===== src/rtl/adcw_pkg.sv =====
package adcw_pkg;

    localparam int DATA_W   = 12;
    localparam int CHAN_W   = 4;
    localparam int NUM_CHAN = 12;
    localparam int FILT_W   = 2;
    localparam int MODE_W   = 2;
    localparam int REG_W    = 32;
    localparam int ADDR_W   = 2;

    // field positions inside the register words
    localparam int CFG_MODE_LSB = 0;
    localparam int CFG_CHAN_LSB = 4;
    localparam int CFG_ALL_BIT  = 9;
    localparam int CFG_FILT_LSB = 12;
    localparam int WIN_LO_LSB   = 0;
    localparam int WIN_HI_LSB   = 16;
    localparam int EVT_BIT      = 26;

    typedef enum logic [MODE_W-1:0] {
        CMP_BELOW   = 2'd0,
        CMP_ABOVE   = 2'd1,
        CMP_INSIDE  = 2'd2,
        CMP_OUTSIDE = 2'd3
    } cmp_mode_e;

    typedef enum logic [ADDR_W-1:0] {
        WORD_CFG  = 2'd0,
        WORD_WIN  = 2'd1,
        WORD_STAT = 2'd2,
        WORD_IEN  = 2'd3
    } word_e;

    typedef struct packed {
        cmp_mode_e         mode;
        logic [CHAN_W-1:0] chan;
        logic              all;
        logic [FILT_W-1:0] filt;
        logic [DATA_W-1:0] lo;
        logic [DATA_W-1:0] hi;
    } cmp_cfg_t;

endpackage


===== src/rtl/adcw_cfg_regs.sv =====
module adcw_cfg_regs
    import adcw_pkg::*;
#(
    parameter int RW = REG_W,
    parameter int AW = ADDR_W
) (
    input  logic          clk,
    input  logic          rst_n,
    input  logic          wr,
    input  logic [AW-1:0] addr,
    input  logic [RW-1:0] wdata,
    output cmp_cfg_t      cfg,
    output logic          ien,
    output logic          cfg_wr
);

    typedef struct packed {
        cmp_cfg_t cfg;
        logic     ien;
    } regs_t;

    regs_t r_d, r_q;

    logic unused_wdata;
    assign unused_wdata = ^wdata;

    always_comb begin
        r_d    = r_q;
        cfg_wr = 1'b0;
        if (wr) begin
            unique case (word_e'(addr))
                WORD_CFG: begin
                    r_d.cfg.mode = cmp_mode_e'(wdata[CFG_MODE_LSB +: MODE_W]);
                    r_d.cfg.chan = wdata[CFG_CHAN_LSB +: CHAN_W];
                    r_d.cfg.all  = wdata[CFG_ALL_BIT];
                    r_d.cfg.filt = wdata[CFG_FILT_LSB +: FILT_W];
                    cfg_wr       = 1'b1;
                end
                WORD_WIN: begin
                    r_d.cfg.lo = wdata[WIN_LO_LSB +: DATA_W];
                    r_d.cfg.hi = wdata[WIN_HI_LSB +: DATA_W];
                    cfg_wr     = 1'b1;
                end
                WORD_IEN: r_d.ien = wdata[EVT_BIT];
                default: ;
            endcase
        end
    end

    always_ff @(posedge clk or negedge rst_n) begin
        if (!rst_n) r_q <= '0;
        else        r_q <= r_d;
    end

    assign cfg = r_q.cfg;
    assign ien = r_q.ien;

endmodule


===== src/rtl/adcw_match.sv =====
module adcw_match
    import adcw_pkg::*;
#(
    parameter int NCH = NUM_CHAN,
    parameter int CW  = CHAN_W,
    parameter int DW  = DATA_W
) (
    input  cmp_cfg_t      cfg,
    input  logic          vld,
    input  logic [CW-1:0] chan,
    input  logic [DW-1:0] data,
    output logic          monitored,
    output logic          qualify
);

    localparam int SLOTS = 1 << CW;

    logic [SLOTS-1:0] elig;

    for (genvar i = 0; i < SLOTS; i++) begin : g_slot
        if (i < NCH) begin : g_real
            assign elig[i] = cfg.all || (cfg.chan == CW'(i));
        end else begin : g_void
            assign elig[i] = 1'b0;
        end
    end

    assign monitored = vld && elig[chan];

    logic below_lo, above_hi;
    assign below_lo = data < cfg.lo;
    assign above_hi = data > cfg.hi;

    always_comb begin
        unique case (cfg.mode)
            CMP_BELOW:   qualify = below_lo;
            CMP_ABOVE:   qualify = above_hi;
            CMP_INSIDE:  qualify = !below_lo && !above_hi;
            CMP_OUTSIDE: qualify = below_lo || above_hi;
            default:     qualify = 1'b0;
        endcase
    end

endmodule


===== src/rtl/adcw_filter.sv =====
module adcw_filter
    import adcw_pkg::*;
#(
    parameter int FW = FILT_W
) (
    input  logic          clk,
    input  logic          rst_n,
    input  logic          clear,
    input  logic          seen,
    input  logic          hit,
    input  logic [FW-1:0] need,
    output logic          fire,
    output logic [FW-1:0] cnt
);

    logic [FW-1:0] cnt_d, cnt_q;

    always_comb begin
        cnt_d = cnt_q;
        fire  = 1'b0;
        if (clear) begin
            cnt_d = '0;
        end else if (seen) begin
            if (!hit) begin
                cnt_d = '0;
            end else if (cnt_q == need) begin
                fire  = 1'b1;
                cnt_d = '0;
            end else begin
                cnt_d = cnt_q + 1'b1;
            end
        end
    end

    always_ff @(posedge clk or negedge rst_n) begin
        if (!rst_n) cnt_q <= '0;
        else        cnt_q <= cnt_d;
    end

    assign cnt = cnt_q;

endmodule


===== src/rtl/adcw_window_watch.sv =====
module adcw_window_watch
    import adcw_pkg::*;
#(
    parameter int NCH = NUM_CHAN,
    parameter int CW  = CHAN_W,
    parameter int DW  = DATA_W,
    parameter int FW  = FILT_W,
    parameter int RW  = REG_W,
    parameter int AW  = ADDR_W
) (
    input  logic          clk,
    input  logic          rst_n,
    input  logic          reg_wr,
    input  logic          reg_rd,
    input  logic [AW-1:0] reg_addr,
    input  logic [RW-1:0] reg_wdata,
    output logic [RW-1:0] reg_rdata,
    input  logic          res_vld,
    input  logic [CW-1:0] res_chan,
    input  logic [DW-1:0] res_data,
    output logic          irq
);

    cmp_cfg_t      cfg;
    logic          ien, cfg_wr;
    logic          monitored, qualify, fire;
    logic [FW-1:0] cnt;
    logic          stat_rd;

    adcw_cfg_regs #(.RW(RW), .AW(AW)) u_regs (
        .clk    (clk),
        .rst_n  (rst_n),
        .wr     (reg_wr),
        .addr   (reg_addr),
        .wdata  (reg_wdata),
        .cfg    (cfg),
        .ien    (ien),
        .cfg_wr (cfg_wr)
    );

    adcw_match #(.NCH(NCH), .CW(CW), .DW(DW)) u_match (
        .cfg       (cfg),
        .vld       (res_vld),
        .chan      (res_chan),
        .data      (res_data),
        .monitored (monitored),
        .qualify   (qualify)
    );

    adcw_filter #(.FW(FW)) u_filt (
        .clk   (clk),
        .rst_n (rst_n),
        .clear (cfg_wr),
        .seen  (monitored),
        .hit   (qualify),
        .need  (cfg.filt),
        .fire  (fire),
        .cnt   (cnt)
    );

    typedef struct packed {
        logic evt;
    } stat_t;

    stat_t s_d, s_q;

    assign stat_rd = reg_rd && (word_e'(reg_addr) == WORD_STAT);

    always_comb begin
        s_d = s_q;
        if (stat_rd) s_d.evt = 1'b0;
        if (fire)    s_d.evt = 1'b1;
    end

    always_ff @(posedge clk or negedge rst_n) begin
        if (!rst_n) s_q <= '0;
        else        s_q <= s_d;
    end

    always_comb begin
        reg_rdata = '0;
        unique case (word_e'(reg_addr))
            WORD_CFG: begin
                reg_rdata[CFG_MODE_LSB +: MODE_W] = cfg.mode;
                reg_rdata[CFG_CHAN_LSB +: CW]     = cfg.chan;
                reg_rdata[CFG_ALL_BIT]            = cfg.all;
                reg_rdata[CFG_FILT_LSB +: FW]     = cfg.filt;
            end
            WORD_WIN: begin
                reg_rdata[WIN_LO_LSB +: DW] = cfg.lo;
                reg_rdata[WIN_HI_LSB +: DW] = cfg.hi;
            end
            WORD_STAT: reg_rdata[EVT_BIT] = s_q.evt;
            WORD_IEN:  reg_rdata[EVT_BIT] = ien;
            default: ;
        endcase
    end

    assign irq = s_q.evt && ien;

endmodule


===== config.mk =====
export PLATFORM = sky130hd
export DESIGN_NAME = adcw_window_watch
export DESIGN_NICKNAME = d
export VERILOG_FILES = /design/src/rtl/adcw_pkg.sv /design/src/rtl/adcw_cfg_regs.sv /design/src/rtl/adcw_match.sv /design/src/rtl/adcw_filter.sv /design/src/rtl/adcw_window_watch.sv
export SDC_FILE = /design/constraint.sdc
export NUM_CORES = 1
export LEC_CHECK = 0
export BUFFER_PORTS_ARGS = -buffer_cell sky130_fd_sc_hd__buf_2
export CAP_MARGIN = 15
export CORE_AREA = 2 2 74 69
export CTS_CLUSTER_SIZE = 28
export DETAILED_ROUTE_END_ITERATION = 10
export DIE_AREA = 0 0 76 71
export PLACE_DENSITY = 0.89
export RECOVER_POWER = 100
export SKIP_LAST_GASP = 1
export SYNTH_ARGS = -nofsm -noshare
export SYNTH_HDL_FRONTEND = slang
export SYNTH_SLANG_ARGS = --single-unit
export TNS_END_PERCENT = 20

===== constraint.sdc =====
create_clock -name clk -period 5.4 [get_ports clk]
set_clock_uncertainty 0.05 [all_clocks]
set_input_delay 0.54 -clock clk [delete_from_list [all_inputs] [get_ports clk]]
set_output_delay 0.54 -clock clk [all_outputs]
set_load 0.1 [all_outputs]

==> summary.txt <==
Outcome = finished, violations left
Failing checks = capacitance limit, slew limit
Number of synthesized register bits = 37
Fmax = 283.6 MHz
Fin. Hold Viols = 0
Syn Std Cell Area = 2410 µm²
H-Tree Depth = 2
Grt total ovfl = 0
Final Slew Violations = 38
Synth Flop Type = dfrtp_1
R2R cell count = 9
Library cells used by synthesis = 36
CP endpoint = reg_rdata[19]
Pwr/cell area = 358.7 nW/µm²
Vias/cell = 5.120
RSZ-0062 raised after global routing = false
HP Class = in -> reg
VDD IR max = 0.2181 mV
Die height = 71 µm
Ant. Diodes = 0
First-pass GRT wire length = 8.832 mm
Postcts setup bufs = 0
Global placement routability congestion = 0.7991
Area of the multi-input gates = 1326 µm²
Setup tns final = 0 ps
GRT met2 Usage = 0.3492
CP Max Fanout = 17
# fillers = 429
Tmin final = 3527 ps
Routed wire length = 5.127 mm
Worst Max-Slew Pin Slew = 1989 ps
Post-CTS sizing = 0
Power share of the combinational group = 0.408
Register area = 925.9 µm²
Setup crit start = reg_addr[0]
GR Util met1 = 0.2529
Power share of the sequential group = 0.367
Met3 usage = 0.04592
Int Pwr = 603.2 µW
GR peak layer = met2
Vias in the first global route = 1943
Synth Warn # = 0
Clock-pin slew on the worst setup and hold paths = 70 ps
Crit path DAT = 2940 ps
Synth async-reset ratio = 1.000
Number of remaining DRC errors = 0
Layout area overhead = 19.57%
PortBufs = 75
Period utilisation layout = 0.6531
WP data required = 4810 ps
I/O Pins = 88
Relative slew slack = -0.3257
Clock share of power = 0.225
Register area share after synthesis = 0.3842
Root buf cell = clkbuf_8
1st-iter DRT viols = 55
Net Sw Power = 430.6 µW
Via count = 1925
Share of cells above drive strength 1 = 0.2926
Clock tree buffer depth = 2
R2R Path End = u_filt.cnt[1]$_DFFE_PN0P_
Core area = 4654 µm²
Wirelength per Cell = 13.64 µm
Synth area leader = dfrtp_1
Die area = 5396 µm²
Max Cap Violations = 1
Starting Density = 0.5177
CP Capture Type = primary output
EDFF count, synth = 0
Rows = 24
Setup violators final = 0
CTS Buf Count = 5
Syn Inst Count = 234
CTS Hold Bufs = 0
Largest net degree at the start of global routing = 38
GRT Util Overall = 0.2036
Setup CP Type = in -> out
Startpoint Class = input pin
Worst-Skew Late Latency = 290 ps
Initial antenna violation count = 0
Clock sinks = 37
Die W = 76 µm
Pleak = 0.001426 µW
Mean area per synthesized cell = 10.30 µm²
Reg-to-Reg Start = u_regs.cfg[22]$_DFFE_PN0P_
Synth top cells by count = 37 x dfrtp_1, 34 x mux2_2, 27 x inv_1
Top post-synthesis cells by area = dfrtp_1 38%, mux2_2 16%, ha_1 12%, and2_1 5.2%, inv_1 4.2%
Layout Nets = 389
Design Area, Final = 2882 µm²
R2R setup slack = 2890 ps
Most frequent cell after synthesis = dfrtp_1
Routed Antenna Nets = 0
TritonCTS clock tree = built
Switching share of power = 0.4165
DRT Pass-1 Iters = 4
Placement Cell Area = 2829 µm²
Share of the synthesized area in the top cell type = 0.3842
DP HPWL = 3.987 mm
==> worst min path at each step <==
stage	from	endpoint	slack [ps]	cells past startpoint
global route	reg_wdata[24]	u_regs.cfg[8]$_DFFE_PN0P_	430	2
CTS	rst_n	u_regs.cfg[5]$_DFFE_PN0P_	330	1
finish	reg_wdata[13]	u_regs.cfg[25]$_DFFE_PN0P_	430	2
detailed placement	u_regs.cfg[10]$_DFFE_PN0P_	u_regs.cfg[10]$_DFFE_PN0P_	450	1
global placement	u_filt.cnt[1]$_DFFE_PN0P_	u_filt.cnt[1]$_DFFE_PN0P_	430	1
floorplan	rst_n	s_q$_DFFE_PN0P_	190	0
==> cell families after synthesis <==
kind of cell / after synthesis / share of synthesized area
xor gates and xnor gates: 6 / 0.02181
other: 1 / 0.001556
buffers and inverters: 38 / 0.06853
DFF: 37 / 0.3842
muxes: 41 / 0.1880
adders and majority gates: 23 / 0.1194
AOI/OAI and AO/OA: 30 / 0.08567
and+or+nand+nor: 58 / 0.1308
==> critical path, stage by stage <==
cell      delay, ps
clkbuf_1        560
nor2b_1         200
clkbuf_1        510
and2_1          240
clkbuf_1        870
==> layer usage <==
layer | share of wire | up-vias
li1 | - | 948
met1 | 0.45 | 908
met2 | 0.48 | 60
met3 | 0.054 | 9
met4 | 0.017 | 0
met5 | 0 | -
==> registers in the layout, summed over array words and instances (netlist names) <==
register	flops
s_q	1
u_regs.ien	1
u_regs.cfg	33
u_filt.cnt	2
==> placed cells by master, fill, tap and decap left out, types with 2 or more instances in the layout <==
| cell type | n |
|---|---|
| nor2_1 | 14 |
| ha_1 | 23 |
| a31oi_1 | 3 |
| and2_1 | 20 |
| inv_1 | 27 |
| a22o_2 | 2 |
| clkbuf_1 | 30 |
| o21ai_0 | 5 |
| xnor2_1 | 4 |
| mux2_2 | 33 |
| a21oi_1 | 10 |
| mux2i_1 | 7 |
| conb_1 | 6 |
| buf_2 | 46 |
| o21ai_1 | 2 |
| nand2b_1 | 2 |
| nor2b_1 | 2 |
| nor3_1 | 3 |
| dfrtp_1 | 37 |
| nand2_1 | 9 |
| nand3_1 | 2 |
| clkbuf_8 | 5 |
| xor2_1 | 2 |
| nand4_1 | 4 |
==> power by group through the flow <==
stage / registers (µW) / logic [µW] / clock network, µW
5_1_grt: 390 / 460 / 249
2_1_floorplan: 370 / 354 / 0
4_1_cts: 380 / 432 / 237
3_3_place_gp: 382 / 417 / 0
3_5_place_dp: 386 / 430 / 0
6_report: 380 / 422 / 233
==> final cells by class <==
class,instances,area share
Multi-Input combinational cell,164,0.4603
Sequential cell,37,0.3213
Timing Repair Buffer,76,0.1190
Inverter,27,0.03517
Tap cell,65,0.02822
Clock buffer,5,0.02388
Clock inverter,2,0.01216
==> per-stage QoR <==
| step | hold WS (ps) | util | power [µW] | instances | setup WS, ps |
|---|---|---|---|---|---|
| floorplan | 194.4 | - | 724.2 | 239 | 2493 |
| global placement | 429.3 | 0.6078 | 799.0 | 369 | 2733 |
| detailed placement | 445.2 | 0.6078 | 815.8 | 369 | 2707 |
| CTS | 327.4 | 0.6301 | 1050 | 376 | 2980 |
| global route | 428.5 | 0.6191 | 1099 | 376 | 1697 |
| finish | 429.3 | 0.6191 | 1034 | 376 | 1873 |
No activity file was read; power rests on OpenSTA's default activity.
